## src/rtl/pgw_pkg.sv

```systemverilog
package pgw_pkg;
  localparam int unsigned PGW_DATA_W = 8;
  localparam int unsigned PGW_ADDR_W = 11;
  localparam int unsigned PGW_PAGE_BYTES = 16;
endpackage

```

## src/rtl/pgw_latch.sv

```systemverilog
module pgw_latch #(
  parameter int unsigned DATA_W = pgw_pkg::PGW_DATA_W,
  parameter int unsigned ADDR_W = pgw_pkg::PGW_ADDR_W,
  parameter int unsigned PAGE_BYTES = pgw_pkg::PGW_PAGE_BYTES,
  localparam int unsigned IDX_W = $clog2(PAGE_BYTES),
  localparam int unsigned PAGE_W = ADDR_W - IDX_W
) (
  input  logic                  clk,
  input  logic                  rst_n,
  input  logic                  acc,
  input  logic [DATA_W-1:0]     data,
  input  logic [ADDR_W-1:0]     base,
  input  logic                  clear,
  input  logic [IDX_W-1:0]      rd_idx,
  output logic [PAGE_BYTES-1:0] mask,
  output logic [PAGE_W-1:0]     page,
  output logic [DATA_W-1:0]     rd_data,
  output logic                  any
);
  logic [IDX_W-1:0]  ptr_q;
  logic [IDX_W-1:0]  wr_idx;
  logic [DATA_W-1:0] slot [PAGE_BYTES];

  assign any    = |mask;
  assign wr_idx = any ? ptr_q : base[IDX_W-1:0];

  always_ff @(posedge clk or negedge rst_n) begin
    if (!rst_n) begin
      mask  <= '0;
      ptr_q <= '0;
      page  <= '0;
    end else if (clear) begin
      mask <= '0;
    end else if (acc) begin
      mask[wr_idx] <= 1'b1;
      ptr_q        <= wr_idx + IDX_W'(1);
      if (!any) page <= base[ADDR_W-1:IDX_W];
    end
  end

  for (genvar g = 0; g < PAGE_BYTES; g++) begin : g_slot
    always_ff @(posedge clk) begin
      if (acc && wr_idx == IDX_W'(g)) slot[g] <= data;
    end
  end

  assign rd_data = slot[rd_idx];

  assert_ptr_wrap_R2: assert property (@(posedge clk) disable iff (!rst_n)
    (acc && !clear && any) |=> (ptr_q == $past(ptr_q) + IDX_W'(1)));
  assert_abort_clear_R9: assert property (@(posedge clk) disable iff (!rst_n)
    clear |=> (mask == '0));
endmodule

```

## src/rtl/pgw_timer.sv

```systemverilog
module pgw_timer #(
  parameter int unsigned PAGE_BYTES = pgw_pkg::PGW_PAGE_BYTES,
  parameter int unsigned WRITE_CYCLES = 1000000,
  localparam int unsigned IDX_W = $clog2(PAGE_BYTES),
  localparam int unsigned CNT_W = $clog2(WRITE_CYCLES)
) (
  input  logic             clk,
  input  logic             rst_n,
  input  logic             start,
  output logic             busy,
  output logic             scan_act,
  output logic [IDX_W-1:0] scan_idx,
  output logic             done
);
  localparam logic [CNT_W-1:0] LAST = CNT_W'(WRITE_CYCLES - 1);
  localparam logic [CNT_W-1:0] SCAN_END = CNT_W'(PAGE_BYTES);

  logic [CNT_W-1:0] cnt_q;

  always_ff @(posedge clk or negedge rst_n) begin
    if (!rst_n) begin
      busy  <= 1'b0;
      cnt_q <= '0;
    end else if (!busy) begin
      if (start) begin
        busy  <= 1'b1;
        cnt_q <= '0;
      end
    end else if (cnt_q == LAST) begin
      busy <= 1'b0;
    end else begin
      cnt_q <= cnt_q + CNT_W'(1);
    end
  end

  assign scan_act = busy && (cnt_q < SCAN_END);
  assign scan_idx = cnt_q[IDX_W-1:0];
  assign done     = busy && (cnt_q == LAST);

  assert_start_rises_R4: assert property (@(posedge clk) disable iff (!rst_n)
    (start && !busy) |=> busy);
  assert_done_falls_R4: assert property (@(posedge clk) disable iff (!rst_n)
    done |=> !busy);
endmodule

```

## src/rtl/pgw_seq.sv

```systemverilog
module pgw_seq #(
  parameter int unsigned DATA_W = pgw_pkg::PGW_DATA_W,
  parameter int unsigned ADDR_W = pgw_pkg::PGW_ADDR_W,
  parameter int unsigned PAGE_BYTES = pgw_pkg::PGW_PAGE_BYTES,
  parameter int unsigned WRITE_CYCLES = 1000000,
  localparam int unsigned IDX_W = $clog2(PAGE_BYTES),
  localparam int unsigned PAGE_W = ADDR_W - IDX_W
) (
  input  logic              clk,
  input  logic              rst_n,
  input  logic              in_valid,
  output logic              in_ready,
  input  logic [DATA_W-1:0] in_data,
  input  logic [ADDR_W-1:0] base_addr,
  input  logic              stop_i,
  input  logic              abort_i,
  input  logic              wp_i,
  output logic              mem_we,
  output logic [ADDR_W-1:0] mem_addr,
  output logic [DATA_W-1:0] mem_wdata,
  output logic              busy
);
  logic                  acc, clear, start, done, any, scan_act;
  logic [PAGE_BYTES-1:0] mask;
  logic [PAGE_W-1:0]     page;
  logic [IDX_W-1:0]      scan_idx;
  logic [DATA_W-1:0]     rd_data;

  assign in_ready = !busy && !stop_i && !abort_i;
  assign acc      = in_valid && in_ready;
  assign start    = !busy && stop_i && !abort_i && any && !wp_i;
  assign clear    = done || (!busy && (abort_i || (stop_i && (wp_i || !any))));

  pgw_latch #(.DATA_W(DATA_W), .ADDR_W(ADDR_W), .PAGE_BYTES(PAGE_BYTES)) latch_i (
    .clk(clk), .rst_n(rst_n), .acc(acc), .data(in_data), .base(base_addr),
    .clear(clear), .rd_idx(scan_idx), .mask(mask), .page(page),
    .rd_data(rd_data), .any(any)
  );

  pgw_timer #(.PAGE_BYTES(PAGE_BYTES), .WRITE_CYCLES(WRITE_CYCLES)) timer_i (
    .clk(clk), .rst_n(rst_n), .start(start), .busy(busy),
    .scan_act(scan_act), .scan_idx(scan_idx), .done(done)
  );

  assign mem_we    = scan_act && mask[scan_idx];
  assign mem_addr  = {page, scan_idx};
  assign mem_wdata = rd_data;

  assert_we_in_busy_R5: assert property (@(posedge clk) disable iff (!rst_n)
    mem_we |-> busy);
  assert_no_take_busy_R10: assert property (@(posedge clk) disable iff (!rst_n)
    busy |-> !in_ready);
  assert_wp_blocks_R8: assert property (@(posedge clk) disable iff (!rst_n)
    (!busy && stop_i && wp_i) |=> !busy);
  assert_empty_stop_R7: assert property (@(posedge clk) disable iff (!rst_n)
    (!busy && stop_i && !any) |=> !busy);
  assert_page_held_R2: assert property (@(posedge clk) disable iff (!rst_n)
    busy |=> $stable(page));
endmodule

```

## config.mk

```make
export PLATFORM = sky130hd
export DESIGN_NAME = pgw_seq
export DESIGN_NICKNAME = d
export VERILOG_FILES = /design/src/rtl/pgw_pkg.sv /design/src/rtl/pgw_latch.sv /design/src/rtl/pgw_timer.sv /design/src/rtl/pgw_seq.sv
export SDC_FILE = /design/constraint.sdc
export NUM_CORES = 1
export LEC_CHECK = 0
export BUFFER_PORTS_ARGS = -buffer_cell sky130_fd_sc_hd__buf_2
export CORE_MARGIN = 3
export CORE_UTILIZATION = 50
export DETAILED_ROUTE_END_ITERATION = 8
export GPL_TIMING_DRIVEN = 0
export PLACE_DENSITY = 0.68
export SLEW_MARGIN = 5
export SYNTH_ARGS = -nofsm -noshare
export SYNTH_HDL_FRONTEND = slang
export SYNTH_HIERARCHICAL = 1
export SYNTH_SLANG_ARGS = --single-unit
```

## constraint.sdc

```tcl
create_clock -name clk -period 3.4 [get_ports clk]
set_clock_uncertainty 0.1 [all_clocks]
set_input_delay 0.51 -clock clk [delete_from_list [all_inputs] [get_ports clk]]
set_output_delay 0.51 -clock clk [all_outputs]
set_load 0.03 [all_outputs]
```

==> out/qor.csv <==
stage,metric,value,unit
cts,clkTransAtPathRegs,0.07,ns
finish,area_delta_synth_final,13.36,%
route,drt_drc_violations_left,0,
finish,drive_gt1_share,26.32,%
cts,tritoncts,yes,
setup_path,critPathLaunchType,register,
setup_path,cp_slowest_cell,mux4_1,
sta,tightestPinTransition,1.074,ns
yosys,synth_largest_area_cell,edfxtp_1,
cts,cts_hold_buf,0,
yosys,yosys-top-cells-area,"edfxtp_1 (50%), dfrtp_1 (15%), mux4_1 (9.5%)",
setup_path,critPathBufInv,4,
global_route,antenna_found_initial,0,
power,p_per_area,753.2,nW/um^2
global_route,grt-ovfl-total,0,
sta,fin_crit,3.242,ns
yosys,synth_seq_cells,176,
global_route,grt_pass1_wl,24280,um
cts,htreeDepth,4,
route,ant_nets,0,
sta,finalHoldViolCount,0,
floorplanning,start_util,52.17,%
sta,worst_slack,0.1580,ns
setup_path,cp_max_fo,10,
setup_path,critPathCaptureType,primary output,
yosys,ys_types,61,
floorplanning,rows,44,
place,gp_congestion,0.8445,
route,drt_iter0_drc,295,
global_route,grt_util_all_layers,19.26,%
finish,antenna_cells,0,
floorplanning,core-area,14860,sq um
cts,post_cts_buffers,0,
sta,setup_violations,0,
setup_path,path_cells,buf_4 > buf_6 > buf_8 > mux4_1 > mux4_2 > buf_2,
route,firstDrtPassIters,4,
sta,clock.fmax,308.4,MHz
setup_path,max_stage_delay,0.61,ns
yosys,synth_warnings,6,
yosys,syn-num-nets,504,
power,p_leak,3.199,nW
worst_hold_path,hp-class,in2async,
cts,cts_inserted_buffers,17,
finish,nets,568,
route,vias_per_cell,6.072,
cts,cts_buffer_depth,2,
place,io_buffer_count,46,
setup_path,cp.arrival,2.63,ns
run,cap_violations,0,
route,routed_wl,15430,um
yosys,netlist_instances,474,
status,status,"finished, final reports clean",
setup_path,critical-path-top-delay-family,multiplexers,
cts,cts_num_sinks,176,
route,wl_per_cell,20.99,um
global_route,grt_pass1_vias,4429,
global_route,grt_max_degree,49,
cts,root_buffer,clkbuf_16,
power,ir_worst_vdd,0.0004149,V
floorplanning,die-height,130.5,um
sta,fin_crit_sh,95.35,%
yosys,netlist.area_leader.share,49.56,%
setup_path,crit_type,reg2out,
setup_path,worstPathRequired,2.79,ns
floorplanning,boundaryPins,47,
place,place_hpwl,10480,um
place,dp_slack,0.1161,ns
floorplanning,die-area,17040,sq um
yosys,syn_area_per_cell,16.36,sq um
sta,rsz0062_at_grt,false,
floorplanning,fp.dieW,130.5,um
sta,slew_headroom,28.40,%
yosys,synth_seq_area_share,65.05,%
sta,setup_tns,0,ns
sta,drv_slew,0,
route,vias,4463,
cts,clk_latency,0.42,ns
yosys,syn_area,7755,sq um
## synth_stat cells, drive strengths merged
cell and instances:
edfxtp 128, dfrtp 48, mux4 42, nor2 28, inv 26, o22ai 21
nand2 19, o21ai 15, buf 14, nand3 14, mux2 13, a21oi 12
nor4 11, clkbuf 7, mux2i 7, nand2b 6, nand4 6, ha 5
or2 5, and2 4, nor2b 4, nor3 4, and3 3, nor3b 3
o311ai 3, or3 3, xnor2 3, a21o 2, a31oi 2, nand3b 2
or4 2, a211o 1, a22o 1, a2bb2oi 1, and4 1, nand4b 1
nor4b 1, o211ai 1, o21a 1, o21ba 1, o21bai 1, o31ai 1
o41ai 1
## metrics by stage
step | power, mW | hold slack [ns] | cells | area, sq um | utilization [%]
3_3_place_gp | 4.750 | 0.3879 | 704 | 8215 | 55.27
3_5_place_dp | 4.800 | 0.3910 | 704 | 8215 | 55.27
6_report | 6.621 | 0.1806 | 735 | 8791 | 59.14
4_1_cts | 6.686 | 0.1935 | 736 | 8790 | 59.13
2_1_floorplan | 4.199 | 0.1144 | 474 | 7755 | -
5_1_grt | 6.923 | 0.1995 | 735 | 8791 | 59.14
## cell families (layout without fill, tap and decap cells)
group                    Yosys count  in the layout  synth area share, %
flip-flops                       176            176                65.05
AND/OR/NAND/NOR                  117            117                8.664
AO/OA/AOI/OAI                     64             64                5.631
multiplexers                      62             62                16.39
buffers and inverters             47            124                3.114
adder cells (fa/ha/maj)            5              5               0.8067
XOR/XNOR                           3              3               0.3389
## cell usage in the layout (no fill, tap or decap), drive strengths merged, types with 2 or more instances in the layout
| cell | count |
|---|---|
| or2 | 5 |
| edfxtp | 128 |
| a21oi | 12 |
| or4 | 2 |
| mux2 | 13 |
| o21ai | 15 |
| clkinv | 6 |
| and3 | 3 |
| clkbuf | 25 |
| nand2b | 6 |
| a31oi | 2 |
| o311ai | 3 |
| nor3b | 3 |
| inv | 33 |
| nand3 | 14 |
| o22ai | 21 |
| nor2b | 4 |
| mux2i | 7 |
| nand2 | 19 |
| nor4 | 11 |
| nand3b | 2 |
| nand4 | 6 |
| or3 | 3 |
| dfrtp | 48 |
| buf | 58 |
| xnor2 | 3 |
| a21o | 2 |
| ha | 5 |
| and2 | 4 |
| nor3 | 4 |
| nor2 | 28 |
| mux4 | 42 |
## metal layers
layer | wire length [um] | track usage [%]
met4 | 208 | 7.381
met3 | 715 | 4.106
met1 | 6637 | 25.91
met2 | 7863 | 31.16
met5 | 0 | 0
## path summary, 6_finish.rpt
| check | start | to | slack (ns) | cells after the start |
|---|---|---|---|---|
| max | timer_i/cnt_q[0]$_DFFE_PN0P_ | mem_wdata[5] | 0.16 | 6 |
| min | rst_n | latch_i/ptr_q[1]$_DFFE_PN0P_ | 0.18 | 1 |
| max reg2reg | latch_i/mask[5]$_DFFE_PN0P_ | latch_i/slot[0][7]$_DFFE_PP_ | 0.22 | 8 |
| min reg2reg | latch_i/page[5]$_DFFE_PN0P_ | latch_i/page[5]$_DFFE_PN0P_ | 0.41 | 1 |
| max in group asynchronous | rst_n | latch_i/mask[10]$_DFFE_PN0P_ | 2.35 | 1 |
| min in group clk | base_addr[9] | latch_i/page[5]$_DFFE_PN0P_ | 0.21 | 2 |
## registers in the layout, summed over array words and instances, names as in the netlist
name	cells
latch_i/page	7
latch_i/slot	128
timer_i/cnt_q	20
timer_i/busy	1
latch_i/mask	16
latch_i/ptr_q	4
## power by group
| part | switching [mW] | internal, mW |
|---|---|---|
| Sequential | 0.136 | 2.44 |
| Clock | 0.857 | 1.03 |
| Combinational | 1.25 | 0.905 |
| Total | 2.25 | 4.38 |
## layout make-up
cell class | count | area [sq um]
Tap cell | 184 | 230.2
Buffer | 20 | 142.6
Fill cell | 1140 | 6073
Inverter | 26 | 97.59
Multi-Input combinational cell | 251 | 2471
Timing Repair Buffer | 46 | 230.2
Clock inverter | 15 | 148.9
Sequential cell | 176 | 5045
Clock buffer | 17 | 425.4
## timing repair
action,4_1_cts,5_1_grt
setup endpoints to repair,0,15
endpoints found under the hold margin,0,0
gates resized for setup,0,4
Power figures use the tool's default switching activity.
